File: config.mk
export PLATFORM = sky130hd
export DESIGN_NAME = cpu_bufport
export DESIGN_NICKNAME = d
export VERILOG_FILES = /design/src/rtl/cbp_pkg.sv /design/src/rtl/cbp_addr_ctr.sv /design/src/rtl/cbp_data_reg.sv /design/src/rtl/cbp_ctrl.sv /design/src/rtl/cpu_bufport.sv
export SDC_FILE = /design/constraint.sdc
export NUM_CORES = 1
export LEC_CHECK = 0
export ABC_AREA = 1
export BUFFER_PORTS_ARGS = -buffer_cell sky130_fd_sc_hd__buf_2
export CORE_UTILIZATION = 46
export DETAILED_ROUTE_END_ITERATION = 7
export GPL_ROUTABILITY_DRIVEN = 0
export HOLD_SLACK_MARGIN = 0.08
export PLACE_DENSITY = 0.8
export SETUP_SLACK_MARGIN = 0.1
export SLEW_MARGIN = 20
export SYNTH_ARGS = -nofsm -noshare
export SYNTH_HDL_FRONTEND = slang
export SYNTH_SLANG_ARGS = --single-unit
File: constraint.sdc
create_clock -name clk -period 1.55 [get_ports clk]
set_clock_uncertainty 0.1 [all_clocks]
set_input_delay 0.2325 -clock clk [delete_from_list [all_inputs] [get_ports clk]]
set_output_delay 0.2325 -clock clk [all_outputs]
set_load 0.01 [all_outputs]
File: src/rtl/cbp_pkg.sv
package cbp_pkg;
  typedef enum logic [2:0] {
    ST_IDLE   = 3'd0,
    ST_FREQ   = 3'd1,
    ST_FWAIT  = 3'd2,
    ST_FULL   = 3'd3,
    ST_WEMPTY = 3'd4,
    ST_WREQ   = 3'd5,
    ST_WWAIT  = 3'd6
  } port_state_t;
endpackage

File: src/rtl/cbp_addr_ctr.sv
module cbp_addr_ctr #(
  parameter int AW = 8
) (
  input  logic          clk,
  input  logic          rst_n,
  input  logic          load,
  input  logic [AW-1:0] load_val,
  input  logic          inc,
  output logic [AW-1:0] addr
);
  localparam logic [AW-1:0] ONE = {{(AW-1){1'b0}}, 1'b1};

  always_ff @(posedge clk or negedge rst_n) begin
    if (!rst_n)    addr <= '0;
    else if (load) addr <= load_val;
    else if (inc)  addr <= addr + ONE;
  end
endmodule

File: src/rtl/cbp_data_reg.sv
module cbp_data_reg #(
  parameter int DW = 8
) (
  input  logic          clk,
  input  logic          rst_n,
  input  logic          cap_rsp,
  input  logic [DW-1:0] rsp_data,
  input  logic          cap_cpu,
  input  logic [DW-1:0] cpu_data,
  output logic [DW-1:0] q
);
  always_ff @(posedge clk or negedge rst_n) begin
    if (!rst_n)       q <= '0;
    else if (cap_rsp) q <= rsp_data;
    else if (cap_cpu) q <= cpu_data;
  end
endmodule

File: src/rtl/cbp_ctrl.sv
module cbp_ctrl
  import cbp_pkg::*;
(
  input  logic        clk,
  input  logic        rst_n,
  input  logic        enable,
  input  logic        dir_wr,
  input  logic        cpu_rd,
  input  logic        cpu_wr,
  input  logic        req_ready,
  input  logic        rsp_valid,
  output port_state_t st,
  output logic        inc,
  output logic        cap_rsp,
  output logic        cap_cpu
);
  port_state_t nx;

  always_comb begin
    nx      = st;
    inc     = 1'b0;
    cap_rsp = 1'b0;
    cap_cpu = 1'b0;
    if (!enable) begin
      nx = ST_IDLE;
    end else begin
      unique case (st)
        ST_IDLE:   nx = dir_wr ? ST_WEMPTY : ST_FREQ;
        ST_FREQ:   if (req_ready) nx = ST_FWAIT;
        ST_FWAIT:  if (rsp_valid) begin
                     nx      = ST_FULL;
                     cap_rsp = 1'b1;
                   end
        ST_FULL:   if (cpu_rd) begin
                     nx  = ST_FREQ;
                     inc = 1'b1;
                   end
        ST_WEMPTY: if (cpu_wr) begin
                     nx      = ST_WREQ;
                     cap_cpu = 1'b1;
                   end
        ST_WREQ:   if (req_ready) nx = ST_WWAIT;
        ST_WWAIT:  if (rsp_valid) begin
                     nx  = ST_WEMPTY;
                     inc = 1'b1;
                   end
        default:   nx = ST_IDLE;
      endcase
    end
  end

  always_ff @(posedge clk or negedge rst_n) begin
    if (!rst_n) st <= ST_IDLE;
    else        st <= nx;
  end
endmodule

File: src/rtl/cpu_bufport.sv
module cpu_bufport
  import cbp_pkg::*;
#(
  parameter int AW = 8,
  parameter int DW = 8
) (
  input  logic          clk,
  input  logic          rst_n,
  input  logic          enable,
  input  logic          dir_wr,
  input  logic          addr_load,
  input  logic [AW-1:0] addr_load_val,
  output logic [AW-1:0] addr_out,
  input  logic          cpu_rd,
  input  logic          cpu_wr,
  input  logic [DW-1:0] cpu_wdata,
  output logic [DW-1:0] cpu_rdata,
  output logic          rd_ready,
  output logic          wr_ready,
  output logic          mem_req_valid,
  input  logic          mem_req_ready,
  output logic          mem_req_we,
  output logic [AW-1:0] mem_req_addr,
  output logic [DW-1:0] mem_req_wdata,
  input  logic          mem_rsp_valid,
  input  logic [DW-1:0] mem_rsp_data
);
  port_state_t st;
  logic        inc, cap_rsp, cap_cpu;
  logic [DW-1:0] dreg;

  cbp_ctrl u_ctrl (
    .clk(clk), .rst_n(rst_n), .enable(enable), .dir_wr(dir_wr),
    .cpu_rd(cpu_rd), .cpu_wr(cpu_wr), .req_ready(mem_req_ready),
    .rsp_valid(mem_rsp_valid), .st(st), .inc(inc),
    .cap_rsp(cap_rsp), .cap_cpu(cap_cpu)
  );

  cbp_addr_ctr #(.AW(AW)) u_addr (
    .clk(clk), .rst_n(rst_n), .load(addr_load), .load_val(addr_load_val),
    .inc(inc), .addr(addr_out)
  );

  cbp_data_reg #(.DW(DW)) u_data (
    .clk(clk), .rst_n(rst_n), .cap_rsp(cap_rsp), .rsp_data(mem_rsp_data),
    .cap_cpu(cap_cpu), .cpu_data(cpu_wdata), .q(dreg)
  );

  assign cpu_rdata     = dreg;
  assign rd_ready      = (st == ST_FULL);
  assign wr_ready      = (st == ST_WEMPTY);
  assign mem_req_valid = (st == ST_FREQ) || (st == ST_WREQ);
  assign mem_req_we    = (st == ST_WREQ);
  assign mem_req_addr  = addr_out;
  assign mem_req_wdata = dreg;
endmodule

==> qor_table.md <==
| Group | Metric | Value |
| --- | --- | --- |
| min path | Class of the most critical hold timing path | in2reg |
| worst setup path | Crit path DAT | 1170 ps |
| min path | Hold wc startpoint | dir_wr |
| power and ir drop | Power density over the cells | 1330 nW/um^2 |
| worst setup path | Crit-path max FO | 4 |
| cells and area | Diode insertion count for antenna repair | 0 |
| sta | Worst Max-Slew Pin Slew | 439 ps |
| cells and area | Non-Filler Instances | 308 |
| drt | Overall via count from detail_route | 1500 |
| cells and area | Final design area excluding fillers | 1950 sq um |
| synthesis | Number of unique standard cell types used by synthesis | 24 |
| sta | Final count of hold timing violations | 0 |
| synthesis | Area of the mapped netlist | 1380 sq um |
| cells and area | Top library cells by usage in the layout, fill and taps aside | sky130_fd_sc_hd__nand2_1 (70), sky130_fd_sc_hd__buf_2 (67), sky130_fd_sc_hd__nand3_1 (23) |
| sta | Time the final worst path needs with I/O delays and setup | 1510 ps |
| floorplan | Total number of placement rows | 19 |
| floorplan | Area of the core | 2810 sq um |
| job | Max-cap violations | 0 |
| cts | TritonCTS clock tree | yes |
| global route | Total routing resource utilization after global routing | 21.2% |
| floorplan | Initial Utilization | 49.3% |
| global route | Global routing met2 resource utilization | 37.2% |
| worst setup path | Critical path endpoint category | output pin |
| drt | DRC | 16 |
| synthesis | Cell count after synthesis | 207 |
| sta | Pins over their slew limit | 0 |
| cells and area | Fraction of final layout cells with drive strength greater than 1 | 44.8% |
| sta | Maximum frequency from static timing analysis | 664 MHz |
| synthesis | Number of warning messages in the yosys log | 0 |
| placed design | Number of placed instances, taps included | 291 |
| power and ir drop | Worst supply voltage drop on vdd | 0.638 mV |
| cts | Root buffer selected by CTS | sky130_fd_sc_hd__clkbuf_4 |
| worst setup path | Path type of the worst setup path | reg2out |
| global route | GRT Max-Usage Layer | met2 |
| global route | Global-route wire length before repair | 5380 um |
| global route | GRT met1 Usage | 27.0% |
| drt | Violation count after the first detailed-routing iteration | 76 |
| synthesis | Sequential-to-total area share from yosys stat | 34.4% |
| drt | Number of search-and-repair iterations in the first detailed-routing pass | 6 |
| outcome | Run status | finished with violations |
| floorplan | Height of the die | 56.8 um |
| sta | Final critical-path share of the clock period | 97.2% |
| drt | Per-cell via count in the routed design | 4.87 |
| worst setup path | Crit path launch type | flip-flop |
| cts | Insertion delay of the later-clocked pin in the worst-skew pair | 310 ps |
| global route | Initial antenna violation count | 0 |
| placed design | Number of port buffers | 68 |
| cts | Deepest level of the CTS H-tree | 1 |
| cts | Clock tree sinks | 19 |
| sta | RSZ-0062 raised after global routing | yes |
| synthesis | Post-Syn Nets | 241 |
| cells and area | Most common cell after layout, fill and taps aside | sky130_fd_sc_hd__nand2_1 |
| cells and area | Final net count | 312 |
| sta | Final setup violation count | 0 |
| drt | Wire length reported by the detailed router | 3560 um |
| cts | Clock Tree Buf Depth | 2 |
| cells and area | Fill count | 242 |
| synthesis | Mean post-synth cell area | 6.68 sq um |
| placed design | Detailed placement HPWL | 2350 um |
| worst setup path | CP Launch Point | u_ctrl.st[1]$_DFFE_PN0P_ |
| global route | Largest net degree at the start of global routing | 20 |
| sta | Relative slew slack | 70.7% |
| worst setup path | CP Data Required Time | 1220 ps |
| global route | Total global routing overflow | 0 |
| floorplan | Die width | 56.8 um |
| cells and area | Synthesis-to-layout area growth | 41.2% |
| floorplan | Area of the die | 3230 sq um |
| drt | Antenna-violating nets left | 0 |
| cts | Clock-pin slew of the registers on the worst-case setup and hold paths | 120 ps |
| placed design | Cell area reported after detailed placement | 1650 sq um |
| sta | TNS Setup | 0 ps |
| floorplan | IO Count | 69 |
| drt | Mean routed wirelength per cell | 11.6 um |
| global route | GR met3 Demand/Resource | 2.30% |
| synthesis | Post-synthesis sequential element count | 19 |
| power and ir drop | Static power due to leakage | 0.00114 uW |
| global route | Number of global-route vias before repair | 1235 |
| outcome | Violated checks | design-rule violations |
| worst setup path | R2r startpoint | u_ctrl.st[0]$_DFFE_PN0P_ |
| cts | CTS buffer count | 3 |
-- area by class of cell --
| class | count | area, sq um | area share [%] |
|---|---|---|---|
| Multi-Input combinational cell | 150 | 801 | 41.0 |
| Timing Repair Buffer | 84 | 522 | 26.7 |
| Sequential cell | 19 | 478 | 24.5 |
| Inverter | 20 | 85.1 | 4.36 |
| Tap cell | 31 | 38.8 | 1.99 |
| Clock buffer | 3 | 22.5 | 1.15 |
| Clock inverter | 1 | 5.00 | 0.256 |
-- routing by layer --
| metal | wire [um] | share of wire, % |
|---|---|---|
| met5 | 0 | 0 |
| met4 | 24 | 0.67 |
| met3 | 224 | 6.3 |
| met2 | 1820 | 51 |
| met1 | 1490 | 42 |
-- Yosys cell counts --
cell                        n  area (sq um)
sky130_fd_sc_hd__nand3b_1   2          15.0
sky130_fd_sc_hd__dfrtp_1   19           475
sky130_fd_sc_hd__nand4_4    1          21.3
sky130_fd_sc_hd__nor2_4     1          11.3
sky130_fd_sc_hd__inv_2      4          15.0
sky130_fd_sc_hd__xnor2_1    1          8.76
sky130_fd_sc_hd__nand3_2    1          10.0
sky130_fd_sc_hd__or2_2      1          6.26
sky130_fd_sc_hd__nand2_1   87           327
sky130_fd_sc_hd__nand3_1   25           125
sky130_fd_sc_hd__nor2_1    11          41.3
sky130_fd_sc_hd__buf_4     16           120
sky130_fd_sc_hd__clkinv_1   1          3.75
sky130_fd_sc_hd__inv_1     15          56.3
sky130_fd_sc_hd__nor3_4     1          16.3
sky130_fd_sc_hd__buf_2      2          10.0
sky130_fd_sc_hd__o21ai_0    7          35.0
sky130_fd_sc_hd__nand2_4    1          11.3
sky130_fd_sc_hd__nand2_2    2          12.5
sky130_fd_sc_hd__a21oi_1    4          20.0
sky130_fd_sc_hd__nor3_1     1          5.00
sky130_fd_sc_hd__buf_6      1          11.3
sky130_fd_sc_hd__nand4_1    2          12.5
sky130_fd_sc_hd__ha_1       1          12.5
-- kinds of logic after synthesis --
kind of cell               Yosys count  share of synthesized area, %
and+or+nand+nor                    136                          44.4
xor gates and xnor gates             1                         0.634
buffers and inverters               39                          15.7
adders and majority gates            1                         0.905
AOI/OAI and AO/OA                   11                          3.98
DFF                                 19                          34.4
-- per-stage QoR --
stage	setup slack (ps)	total power (uW)	util (%)	hold WS, ps
floorplan	154	1680	-	-163
global placement	112	1940	58.8	97.6
detailed placement	84.1	1960	58.8	99.4
CTS	53.0	2370	64.4	94.2
global route	-33.8	2790	69.6	96.2
finish	43.7	2600	69.6	90.3
-- sequential cells by signal, indices dropped and copies added, names as in the netlist --
signal	count
u_addr.addr	8
u_data.q	8
u_ctrl.st	3
-- power breakdown --
| part | switching (uW) | leakage (uW) | internal [uW] |
|---|---|---|---|
| logic | 795 | 0.000881 | 683 |
| registers | 191 | 0.000236 | 658 |
| clock network | 172 | 0.0000177 | 96.4 |
-- worst paths after layout --
| check | endpoint | slack, ps | cells past startpoint |
|---|---|---|---|
| max | wr_ready | 40 | 2 |
| min | u_ctrl.st[2]$_DFFE_PN0P_ | 90 | 3 |
| max reg2reg | u_data.q[1]$_DFFE_PN0P_ | 50 | 8 |
| min reg2reg | u_data.q[2]$_DFFE_PN0P_ | 440 | 2 |
| max in group asynchronous | u_ctrl.st[1]$_DFFE_PN0P_ | 740 | 2 |
| min in group asynchronous | u_data.q[0]$_DFFE_PN0P_ | 280 | 2 |
-- critical path: stages, from the launching register on --
cell and delay (ps):
sky130_fd_sc_hd__dfrtp_2 480, sky130_fd_sc_hd__nor3_4 220, sky130_fd_sc_hd__buf_2 160
-- what timing repair did --
item                       in CTS  in global routing
hold buffers                    3                  0
pin swaps                       3                 17
resized for setup              10                 41
gates cloned                    2                  0
setup endpoints to repair      15                 21
hold endpoints to repair       21                  0
buffers inserted                5                  3
Power figures use the tool's default switching activity.
